<file path="config.mk">
export PLATFORM = sky130hd
export DESIGN_NAME = frame_fetch_agen
export DESIGN_NICKNAME = d
export VERILOG_FILES = /design/src/rtl/fetch_pkg.sv /design/src/rtl/fetch_pix_step.sv /design/src/rtl/fetch_frame_cnt.sv /design/src/rtl/frame_fetch_agen.sv
export SDC_FILE = /design/constraint.sdc
export NUM_CORES = 1
export LEC_CHECK = 0
export CORE_MARGIN = 2
export CORE_UTILIZATION = 47
export DETAILED_ROUTE_END_ITERATION = 10
export DONT_BUFFER_PORTS = 1
export PLACE_DENSITY = 0.65
export SETUP_SLACK_MARGIN = 0.3
export SYNTH_ARGS = -nofsm -noshare
export SYNTH_HDL_FRONTEND = slang
export SYNTH_SLANG_ARGS = --single-unit
</file>
<file path="constraint.sdc">
create_clock -name clk_i -period 4.84 [get_ports clk_i]
set_clock_uncertainty 0.2 [all_clocks]
set_input_delay 0.242 -clock clk_i [delete_from_list [all_inputs] [get_ports clk_i]]
set_output_delay 0.242 -clock clk_i [all_outputs]
set_load 0.05 [all_outputs]
</file>
<file path="src/rtl/fetch_pkg.sv">
package fetch_pkg;
  typedef enum logic [1:0] {
    DEPTH_8  = 2'b00,
    DEPTH_16 = 2'b01,
    DEPTH_24 = 2'b10,
    DEPTH_32 = 2'b11
  } depth_e;

  localparam int unsigned STEP_W = 3;
endpackage

</file>
<file path="src/rtl/fetch_pix_step.sv">
module fetch_pix_step
  import fetch_pkg::*;
(
  input  logic              clk_i,
  input  logic              rst_ni,
  input  logic              clr_i,
  input  logic              adv_i,
  input  depth_e            depth_i,
  output logic [STEP_W-1:0] step_o
);
  logic [1:0] phase_q;

  // 24 bpp: three-word group credits 1,1,2
  always_ff @(posedge clk_i or negedge rst_ni) begin
    if (!rst_ni)                          phase_q <= 2'd0;
    else if (clr_i)                       phase_q <= 2'd0;
    else if (adv_i && depth_i == DEPTH_24) phase_q <= (phase_q == 2'd2) ? 2'd0 : phase_q + 2'd1;
  end

  always_comb begin
    unique case (depth_i)
      DEPTH_8:  step_o = STEP_W'(4);
      DEPTH_16: step_o = STEP_W'(2);
      DEPTH_24: step_o = (phase_q == 2'd2) ? STEP_W'(2) : STEP_W'(1);
      default:  step_o = STEP_W'(1);
    endcase
  end

  assert_phase_range_R5: assert property (@(posedge clk_i) disable iff (!rst_ni)
    phase_q != 2'd3);

  assert_phase_clear_R5: assert property (@(posedge clk_i) disable iff (!rst_ni)
    clr_i |=> phase_q == 2'd0);
endmodule

</file>
<file path="src/rtl/fetch_frame_cnt.sv">
module fetch_frame_cnt
  import fetch_pkg::*;
#(
  parameter int unsigned DIMW = 12
) (
  input  logic              clk_i,
  input  logic              rst_ni,
  input  logic              load_i,
  input  logic              adv_i,
  input  logic [STEP_W-1:0] step_i,
  input  logic [DIMW-1:0]   width_i,
  input  logic [DIMW-1:0]   height_i,
  output logic              last_o
);
  localparam int unsigned PIXW = 2 * DIMW;

  logic [PIXW-1:0] total_q, cnt_q;
  logic [PIXW:0]   sum;

  assign sum    = {1'b0, cnt_q} + (PIXW+1)'(step_i);
  assign last_o = adv_i && (sum >= {1'b0, total_q});

  always_ff @(posedge clk_i or negedge rst_ni) begin
    if (!rst_ni) begin
      total_q <= '0;
      cnt_q   <= '0;
    end else if (load_i) begin
      total_q <= PIXW'(width_i) * PIXW'(height_i);
      cnt_q   <= '0;
    end else if (adv_i) begin
      cnt_q   <= last_o ? '0 : sum[PIXW-1:0];
    end
  end

  assert_cnt_clear_R6: assert property (@(posedge clk_i) disable iff (!rst_ni)
    last_o |=> cnt_q == '0);

  assert_total_hold_R7: assert property (@(posedge clk_i) disable iff (!rst_ni)
    !load_i |=> $stable(total_q));
endmodule

</file>
<file path="src/rtl/frame_fetch_agen.sv">
module frame_fetch_agen
  import fetch_pkg::*;
#(
  parameter int unsigned AW   = 24,
  parameter int unsigned DIMW = 12
) (
  input  logic            clk_i,
  input  logic            rst_ni,
  input  logic            en_i,
  input  logic [AW-1:0]   base0_i,
  input  logic [AW-1:0]   base1_i,
  input  logic [DIMW-1:0] width_i,
  input  logic [DIMW-1:0] height_i,
  input  logic [1:0]      depth_i,
  input  logic            buf_full_i,
  input  logic            ack_i,
  output logic            req_o,
  output logic [AW-1:0]   addr_o,
  output logic            bank_o,
  output logic            frame_done_o
);
  logic              reload_q, bank_q, done_q, acc, last, clr;
  logic [AW-1:0]     addr_q;
  logic [STEP_W-1:0] step;
  logic [AW-1:0]     base_sel;

  assign req_o = en_i && !reload_q && !buf_full_i;
  assign acc   = req_o && ack_i;
  assign clr   = reload_q || !en_i;

  generate
    if (AW > 0) begin : g_base_mux
      assign base_sel = bank_q ? base1_i : base0_i;
    end
  endgenerate

  fetch_pix_step u_step (
    .clk_i  (clk_i),
    .rst_ni (rst_ni),
    .clr_i  (clr),
    .adv_i  (acc),
    .depth_i(depth_e'(depth_i)),
    .step_o (step)
  );

  fetch_frame_cnt #(.DIMW(DIMW)) u_cnt (
    .clk_i   (clk_i),
    .rst_ni  (rst_ni),
    .load_i  (clr),
    .adv_i   (acc),
    .step_i  (step),
    .width_i (width_i),
    .height_i(height_i),
    .last_o  (last)
  );

  always_ff @(posedge clk_i or negedge rst_ni) begin
    if (!rst_ni) begin
      reload_q <= 1'b1;
      bank_q   <= 1'b0;
      done_q   <= 1'b0;
      addr_q   <= '0;
    end else begin
      reload_q <= !en_i || last;
      done_q   <= last;
      if (last) bank_q <= !bank_q;
      if (reload_q)  addr_q <= base_sel;
      else if (acc)  addr_q <= addr_q + AW'(1);
    end
  end

  assign addr_o       = addr_q;
  assign bank_o       = bank_q;
  assign frame_done_o = done_q;

  assert_addr_step_R3: assert property (@(posedge clk_i) disable iff (!rst_ni)
    (acc && !last) |=> addr_o == AW'($past(addr_o) + 1'b1));

  assert_addr_hold_R3: assert property (@(posedge clk_i) disable iff (!rst_ni)
    (!acc && !reload_q) |=> $stable(addr_o));

  assert_done_pulse_R6: assert property (@(posedge clk_i) disable iff (!rst_ni)
    frame_done_o |=> !frame_done_o);

  assert_done_no_req_R6: assert property (@(posedge clk_i) disable iff (!rst_ni)
    frame_done_o |-> !req_o);

  assert_bank_flip_R6: assert property (@(posedge clk_i) disable iff (!rst_ni)
    (bank_o != $past(bank_o)) |-> frame_done_o);

  assert_reload_base_R6: assert property (@(posedge clk_i) disable iff (!rst_ni)
    frame_done_o |=> addr_o == (bank_o ? $past(base1_i) : $past(base0_i)));

  assert_disable_quiet_R8: assert property (@(posedge clk_i) disable iff (!rst_ni)
    !en_i |=> !req_o);
endmodule

</file>
Word level (Yosys, flattened, before mapping)
Index checks and enable logic that the tools add are counted.
- input bits: 79
- register bits: 77
- output and inout bits: 27
- word-level logic and storage cells: 41
- $mul: 1
- muxes and demuxes: 11
- reduce and logical (&&, ||, !) cells: 15
- equality and inequality tests: 3
- magnitude comparators: 1
- add/sub/neg operators: 3
- operator list (kind ; number):
    24-bit two-way mux ; 6
    24-bit by 3-bit adder with 25-bit output ; 1
    25-bit by 24-bit >= comparator with 1-bit output ; 1
    24-bit by 1-bit adder with 24-bit output (second input constant) ; 1
    12-bit by 12-bit multiplier with 24-bit output ; 1
    3-bit case mux with 3 select lines ; 1
    2-bit two-way mux ; 4
    2-bit nonzero test ; 3
    1-bit logical AND ; 5
    2-bit equality test (second input constant) ; 2
    1-bit zero test ; 4
    2-bit by 1-bit adder with 2-bit output (second input constant) ; 1
    2-bit by 1-bit equality test with 1-bit output (second input constant) ; 1
    2-bit zero test ; 1
    1-bit logical OR ; 2

Logic depth before layout (Yosys ltp)
Gate-level depths: netlist (run 1).
- depth in word-level cells: 9
- depth in mapped cells: 20
- depth with buffers taken out: 19

Cells and area by module
From an unflattened synthesis (run 1), not the netlist that was laid out.
- cell total of the unflattened synthesis: 1099
- area total of the unflattened synthesis: 9685.5 um^2
- modules (own cells, without submodules) (module ; instances ; area each (um^2) ; sequential area each (um^2) ; cells each):
    fetch_frame_cnt ; 1 ; 7688.6 ; 1201.2 ; 893
    frame_fetch_agen ; 1 ; 1856.8 ; 676.9 ; 193
    fetch_pix_step ; 1 ; 140.1 ; 50.0 ; 13

Worst setup path after synthesis (run 1)
No wires, ideal clock.
- path type: input -> register
- start: input port height_i[5]
- end: register u_cnt.total_q[20]
- setup slack: -0.428 ns
- library setup time: 0.069 ns
- data required time: 4.571 ns
- stages on the path: 16
- arrival time: 4.999 ns
- buffers on the path: 1
- cells stage by stage: clkbuf_1 > nand2_1 > fa_1 > inv_1 > fa_1 > inv_1 > fa_1 > fa_1 > fa_1 > inv_1 > ha_1 > a2111oi_0 > a21bo_1 > o21bai_1 > or3_1 > nand3_1
- word-level cells in the longest chain between the ends: 1
- ends and longest elaborated chain (item ; RTL line ; RTL):
    from (decl) ; frame_fetch_agen.sv:13 ; input logic [DIMW-1:0] height_i,
    12-bit by 12-bit multiplier with 24-bit output ; fetch_frame_cnt.sv:28 ; total_q <= PIXW'(width_i) * PIXW'(height_i);
    to (signal assigned) ; fetch_frame_cnt.sv:28 ;
    to (decl) ; fetch_frame_cnt.sv:17 ; logic [PIXW-1:0] total_q, cnt_q;
No other way between the ends.
A chain may end at the register's enable or synchronous reset.

Worst setup path in the final report (run 1)
- start: register u_step.phase_q[1]
- end: register u_cnt.cnt_q[3]
- word-level cells in the longest chain between the ends: 9
- ends and longest elaborated chain (item ; RTL line ; RTL):
    from (decl) ; fetch_pix_step.sv:11 ; logic [1:0] phase_q;
    from (signal assigned) ; fetch_pix_step.sv:17 ; else if (adv_i && depth_i == DEPTH_24) phase_q <= (phase_q == 2'd2) ? 2'd0 : phase_q + 2'd1;
    2-bit equality test * ; fetch_pix_step.sv:24 ; DEPTH_24: step_o = (phase_q == 2'd2) ? STEP_W'(2) : STEP_W'(1);
    2-bit two-way mux * ; fetch_pix_step.sv:24 ;
    3-bit case mux with 3 select lines * ; fetch_pix_step.sv:21 ; unique case (depth_i)
    24-bit by 3-bit adder with 25-bit output * ; fetch_frame_cnt.sv:20 ; assign sum = {1'b0, cnt_q} + (PIXW+1)'(step_i);
    25-bit by 24-bit >= comparator with 1-bit output ; fetch_frame_cnt.sv:21 ; assign last_o = adv_i && (sum >= {1'b0, total_q});
    1-bit logical AND ; fetch_frame_cnt.sv:21 ;
    24-bit two-way mux * ; fetch_frame_cnt.sv:31 ; cnt_q <= last_o ? '0 : sum[PIXW-1:0];
    24-bit two-way mux * ; fetch_frame_cnt.sv:30 ; end else if (adv_i) begin
    24-bit two-way mux * ; fetch_frame_cnt.sv:27 ; end else if (load_i) begin
    to (signal assigned) ; fetch_frame_cnt.sv:31 ;
    to (decl) ; fetch_frame_cnt.sv:17 ;
Every way passes the cells marked *; elsewhere a longest branch is shown, timed or not. The select of a mux whose other input is x is not followed.

==> results by group, run 1 <==
Critical path
  • Slowest stage delay, CP: 430 ps
  • Cell Chain, Critical Path: inv_1 > o31a_1 > ha_1 > fa_1 > a21o_1 > nand2_4 > nor2_4 > nand4_1 > xnor2_2 > ha_1 > a21oi_1 > nor2_1 > o311a_1 > a311o_1 > a221o_4 > o31ai_1 > a22o_1
  • WP data required: 4920 ps
  • CP delay by family, top: compound AO/OA/AOI/OAI gates
  • CP Data Arrival Time: 4460 ps
  • Setup CP Type: reg2reg
  • Critical-path maximum fanout: 7
  • Buf/Inv on CP: 1
  • CP max-delay cell: a221o_4
  • Setup crit start kind: flop
  • CP dominant cell by count: ha_1
  • Setup crit end kind: flop

Finish
  • Syn-to-layout area delta: 13.78%
  • Most frequent cells in the layout: inv_1, nand2_1, fa_1
  • Fin cells: 1,401
  • Final Net Count: 1,396
  • Ratio of cells with drive above 1 in the final layout: 0.07427
  • Ant. Diodes: 0
  • Most common cell after layout, fill and taps aside: inv_1

STA
  • Post-layout minimum cycle time: 4379 ps
  • Peak Freq: 228.4 MHz
  • Max Slew Vio Count: 0
  • Crit share post-route: 0.9047
  • Fin Setup TNS: 0 ps
  • RSZ-0062 raised after global routing: true
  • Final Hold Viols: 0
  • Endpoints failing setup: 0
  • Worst-margin pin slew: 971.7 ps
  • Rel. slew slack: 0.3498

Floorplan
  • Die area: 0.02139 mm2
  • I/O Pins: 106
  • Core Region: 0.02004 mm2
  • Die height: 146.3 um
  • # rows: 52
  • Starting Density: 0.4747
  • Die Width: 146.3 um

Route
  • Final antenna-violating net count: 0
  • First drt pass iteration count: 4
  • Vias: 7,295
  • Routed len/inst: 15.36 um
  • WL final: 21,520 um
  • DRC: 0
  • Iteration-0 DRC count of the detailed router: 243
  • Vias per cell: 5.207

Synth
  • Post-synthesis sequential area ratio: 0.2027
  • FF+latch count, synth: 77
  • Avg Cell Area, Syn: 8.648 um2
  • Synthesized cell area: 0.009513 mm2
  • Post-synth EDFFs: 0
  • Synth warn: 0
  • Ys flop type: dfrtp_1
  • Syn Nets: 1,370
  • Cell count after synthesis: 1,100
  • Async S/R FF share, synth: 1.000
  • Unique cell type count in the Yosys netlist: 60

GRT
  • GRT Overall Usage: 0.2090
  • Vias in the first global route: 7,568
  • Initial antenna violation count: 0
  • First-pass GRT wire length: 36,980 um
  • Overflow after GRT: 0
  • Largest net degree at the start of global routing: 78

Place
  • Dpl cells: 1,326
  • Hpwl dp: 15,700 um
  • Placer Congestion: 0.7953
  • PortBufs: 0

Outcome
  • Outcome: finished clean

Clock tree
  • Root Buffer: clkbuf_16
  • CTS tree: yes
  • H-tree level count: 3
  • Worst-case clock buffer depth: 2
  • Clock Sinks: 77
  • Clock slew at reported path FFs: 60 ps
  • CTS Buf Count: 9
  • Clock Latency Late Sink: 340 ps

Power
  • Leakage power: 0.005199 uW
  • Worst vdd ir: 0.0002988 V
  • Pwr dens: 451.6 mW/mm2

Min path
  • Worst hold path type: in2reg

Job
  • Max cap viols: 0
per-stage QoR:
step | hold WS (ps) | util | cell area, um2 | worst slack, ps | power, uW
2_1_floorplan | -253.6 | - | 9838 | 169.2 | 3586
3_3_place_gp | -248.9 | 0.4909 | 9837 | 150.3 | 4054
3_5_place_dp | -247.8 | 0.4909 | 9837 | 71.13 | 4097
4_1_cts | 33.23 | 0.5348 | 10720 | 342.9 | 4856
5_1_grt | 62.38 | 0.5401 | 10820 | 296.5 | 5484
6_report | 39.37 | 0.5401 | 10820 | 461.5 | 4888
per-layer routing:
layer,up-vias,wire (um),track usage
li1,3602,-,-
met1,3515,9838,0.2796
met2,154,10410,0.3547
met3,24,966,0.03375
met4,0,306,0.05631
met5,-,0,0
state kept, by name (all words and copies together) (netlist names):
name	cells
addr_o	24
reload_q	1
bank_o	1
u_step.phase_q	2
u_cnt.cnt_q	24
frame_done_o	1
u_cnt.total_q	24
cell type report:
class / count / area, um2
Clock buffer: 11 / 232.7
Clock inverter: 5 / 60.06
Fill cell: 1867 / 9215
Inverter: 173 / 649.4
Multi-Input combinational cell: 804 / 7004
Sequential cell: 77 / 1929
Tap cell: 270 / 337.8
Timing Repair Buffer: 61 / 610.6
power by group:
part           internal [uW]  leakage [uW]  switching [uW]
sequential               776      0.000956             144
combinational           1560       0.00410            1740
clock                    401      0.000140             268
total                   2730       0.00520            2150
worst paths after layout:
path | startpoint | to | slack (ps) | depth (start not counted)
setup reg to reg | u_step.phase_q[1] | u_cnt.cnt_q[3] | 460 | 17
max in group asynchronous | rst_ni | reload_q | 3840 | 2
setup / recovery | u_step.phase_q[1] | u_cnt.cnt_q[3] | 460 | 17
min in group asynchronous | rst_ni | u_step.phase_q[1] | 260 | 2
hold reg to reg | u_cnt.total_q[18] | u_cnt.total_q[18] | 280 | 2
hold / removal | depth_i[0] | u_step.phase_q[0] | 40 | 3
cells by family after synthesis:
group,after synthesis,share of synthesized area
AOI/OAI and AO/OA,141,0.09312
xor gates and xnor gates,62,0.05708
adders and majority gates,191,0.3309
buffers and inverters,221,0.08878
DFF,77,0.2027
muxes,30,0.03157
and+or+nand+nor,378,0.1958
synthesized netlist by cell type, types with 5 or more instances:
cell,n,area [um2]
a21o_1,5,37.54
xnor2_1,40,350.3
nor2_1,54,202.7
nand3_1,47,235.2
nor3_1,9,45.04
a21oi_1,59,295.3
dfrtp_1,76,1902
clkbuf_1,40,150.1
o31ai_2,6,75.07
nor3_2,5,50.05
inv_1,173,649.4
nand2b_1,8,50.05
nand4_1,9,56.30
nor2b_1,7,43.79
nand2_1,141,529.3
ha_1,90,1126
fa_1,101,2022
o21ai_0,35,175.2
xor2_1,22,192.7
and2_1,66,412.9
and3_1,10,62.56
mux2i_1,30,300.3
worst min-delay path, stage by stage:
cell	delay, ps
nand3b_1	130
or3_1	110
a21oi_1	50
timing repair:
| action | in CTS | in global routing |
|---|---|---|
| hold buffers | 54 | 0 |
| endpoints found under the setup margin | 10 | 30 |
| buffers inserted | 0 | 3 |
| pin swaps | 0 | 6 |
| gates cloned | 1 | 1 |
| endpoints found under the hold margin | 104 | 0 |
| resized for setup | 3 | 15 |
Power figures use the tool's default switching activity.
==> run 2: changes to the inputs <==
--- a/config.mk
+++ b/config.mk
@@ -6,10 +6,10 @@
 export NUM_CORES = 1
 export LEC_CHECK = 0
 export CORE_MARGIN = 2
-export CORE_UTILIZATION = 47
+export CORE_UTILIZATION = 50
 export DETAILED_ROUTE_END_ITERATION = 10
 export DONT_BUFFER_PORTS = 1
-export PLACE_DENSITY = 0.65
+export PLACE_DENSITY = 0.68
 export SETUP_SLACK_MARGIN = 0.3
 export SYNTH_ARGS = -nofsm -noshare
 export SYNTH_HDL_FRONTEND = slang
==> results by group, run 2 (synthesis gave the netlist of run 1 again) <==
Outcome
  • Outcome: finished clean (unchanged)

Finish
  • Most common cell after layout, fill and taps aside: inv_1 (unchanged)
  • Util after Layout: 0.5752 (was 0.5401)
  • Fin cells: 1,365 (was 1,401)
  • Syn-to-layout area delta: 13.10% (was 13.78%)
  • Ratio of cells with drive above 1 in the final layout: 0.07250 (was 0.07427)
  • Fill cell count: 1,658 (was 1,867)
  • Final Net Count: 1,396 (unchanged)
  • Most frequent cells in the layout: inv_1, nand2_1, fa_1 (unchanged)
  • Ant. Diodes: 0 (unchanged)

Place
  • Setup WS pre-CTS: 91.10 ps (was 71.13 ps)
  • Hpwl dp: 15,720 um (was 15,700 um)
  • Dpl cells: 1,293 (was 1,326)
  • PortBufs: 0 (unchanged)
  • Placer Congestion: 0.8234 (was 0.7953)

Route
  • Routed len/inst: 15.82 um (was 15.36 um)
  • WL final: 21,590 um (was 21,520 um)
  • Final antenna-violating net count: 0 (unchanged)
  • Iteration-0 DRC count of the detailed router: 265 (was 243)
  • Vias per cell: 5.384 (was 5.207)
  • Vias: 7,349 (was 7,295)
  • DRC: 0 (unchanged)
  • First drt pass iteration count: 5 (was 4)

STA
  • Fin Setup TNS: 0 ps (unchanged)
  • RSZ-0062 raised after global routing: true (unchanged)
  • Endpoints failing setup: 0 (unchanged)
  • Post-layout minimum cycle time: 4324 ps (was 4379 ps)
  • Final Hold Viols: 0 (unchanged)
  • Rel. slew slack: 0.3333 (was 0.3498)
  • Hold WS: 45.61 ps (was 39.37 ps)
  • Crit share post-route: 0.8935 (was 0.9047)
  • Max Slew Vio Count: 0 (unchanged)
  • Peak Freq: 231.2 MHz (was 228.4 MHz)
  • Worst-margin pin slew: 996.3 ps (was 971.7 ps)
  • Fin worst setup slack: 515.7 ps (was 461.5 ps)

Critical path
  • Setup CP Type: reg2reg (unchanged)
  • CP max-delay cell: a221o_4 (unchanged)
  • Critical-path maximum fanout: 6 (was 7)
  • Worst Reg2Reg Path Length in Cells: 17 (unchanged)
  • CP Data Arrival Time: 4370 ps (was 4460 ps)
  • Slowest stage delay, CP: 410 ps (was 430 ps)
  • CP dominant cell by count: ha_1 (unchanged)
  • WP data required: 4890 ps (was 4920 ps)
  • Cell Chain, Critical Path: inv_1 > o31a_1 > ha_1 > fa_1 > a21o_1 > nand2_4 > nor2_4 > nand3_1 > xnor2_2 > ha_1 > a21oi_1 > nor2b_1 > o311a_1 > a311o_1 > a221o_4 > buf_4 > o31ai_2 (was inv_1 > o31a_1 > ha_1 > fa_1 > a21o_1 > nand2_4 > nor2_4 > nand4_1 > xnor2_2 > ha_1 > a21oi_1 > nor2_1 > o311a_1 > a311o_1 > a221o_4 > o31ai_1 > a22o_1)
  • Setup crit start kind: flop (unchanged)
  • R2R setup slack: 520 ps (was 460 ps)
  • Setup crit end kind: flop (unchanged)
  • CP delay by family, top: compound AO/OA/AOI/OAI gates (unchanged)
  • Worst r2r src: u_step.phase_q[1] (unchanged)
  • Worst R2R End: u_cnt.cnt_q[19] (was u_cnt.cnt_q[3])
  • Buf/Inv on CP: 2 (was 1)

Clock tree
  • H-tree level count: 3 (unchanged)
  • Clock Latency Late Sink: 340 ps (about the same)
  • Clock slew at reported path FFs: 60 ps (about the same)
  • Clock Sinks: 77 (unchanged)
  • Worst-case clock buffer depth: 2 (unchanged)
  • CTS tree: yes (unchanged)
  • Postcts setup bufs: 0 (unchanged)
  • CTS Buf Count: 9 (unchanged)
  • Root Buffer: clkbuf_16 (unchanged)

Min path
  • Min-Delay Endpoint: u_step.phase_q[0] (unchanged)
  • Hold path start: depth_i[0] (unchanged)
  • Hold depth: 3 (unchanged)
  • Worst hold path type: in2reg (unchanged)

Power
  • Leakage power: 0.005194 uW (was 0.005199 uW)
  • Worst vdd ir: 0.0002530 V (was 0.0002988 V)
  • Pwr dens: 448.6 mW/mm2 (was 451.6 mW/mm2)

Job
  • Max cap viols: 0 (unchanged)

Floorplan
  • Die Width: 141.9 um (was 146.3 um)
  • # rows: 50 (was 52)
  • Core Region: 0.01871 mm2 (was 0.02004 mm2)
  • I/O Pins: 106 (unchanged)
  • Die area: 0.02015 mm2 (was 0.02139 mm2)
  • Die height: 141.9 um (was 146.3 um)
  • Starting Density: 0.5086 (was 0.4747)

GRT
  • Initial antenna violation count: 0 (unchanged)
  • Vias in the first global route: 7,685 (was 7,568)
  • Largest net degree at the start of global routing: 78 (unchanged)
  • Overflow after GRT: 0 (unchanged)
  • GRT Overall Usage: 0.2231 (was 0.2090)
  • First-pass GRT wire length: 36,760 um (was 36,980 um)
## run 2: cell types whose count changed in the layout (fill, tap and decap cells not counted), sizes merged
| cell | previous run | this run |
|---|---|---|
| clkbuf | 11 | 10 |
| clkinvlp | 1 | 2 |
## run 2: tightest hold or removal path: stages
cell and delay [ps]:
nand3b_1 130, or3_1 120, a21oi_1 50
## run 2: stage by stage
step           power [uW]  instance area (um2)
6_report             4826                10760
5_1_grt              5352                10760
4_1_cts              4860                10690
3_5_place_dp         4102                 9814
3_3_place_gp         4046                 9814
2_1_floorplan        3586                 9838
## run 2: worst max-delay path by stage
stage / startpoint / to / cells after the start / slack [ps]
after floorplan: width_i[7] / u_cnt.total_q[18] / 20 / 170
after global placement: width_i[7] / u_cnt.total_q[18] / 19 / 150
after detailed placement: height_i[5] / u_cnt.total_q[22] / 15 / 90
after CTS: u_step.phase_q[1] / u_cnt.cnt_q[12] / 17 / 310
after global routing: height_i[6] / u_cnt.total_q[23] / 15 / 300
final: u_step.phase_q[1] / u_cnt.cnt_q[19] / 17 / 520
## run 2: power by group
| group | switching [uW] | total (uW) | leakage [uW] | internal, uW |
|---|---|---|---|---|
| combinational | 1730 | 3230 | 0.00410 | 1510 |
| clock | 272 | 671 | 0.000139 | 399 |
| sequential | 145 | 921 | 0.000956 | 776 |
| total | 2140 | 4830 | 0.00519 | 2680 |
## run 2: routing by layer
| layer | GRT usage | wire, um |
|---|---|---|
| met3 | 0.03365 | 1136 |
| met4 | 0.04632 | 262 |
| met1 | 0.2972 | 9678 |
| met5 | 0 | 0 |
| met2 | 0.3886 | 10510 |
## run 2: repair_timing
action / in CTS / in global routing
hold buffers: 54 / 0
pin swaps: 1 / 4
resized for setup: 1 / 13
endpoints found under the setup margin: 11 / 31
cloned: 1 / 1
endpoints found under the hold margin: 105 / 0
## run 2: final cells by class
| class | count | area, um2 | share of cell area |
|---|---|---|---|
| well taps | 234 | 292.8 | 0.02721 |
| clock inverters | 6 | 63.81 | 0.005931 |
| multi-input cells | 804 | 6984 | 0.6491 |
| clock buffers | 10 | 229.0 | 0.02128 |
| inverters | 173 | 649.4 | 0.06036 |
| flip-flops and latches | 77 | 1929 | 0.1793 |
| repair buffers | 61 | 610.6 | 0.05675 |
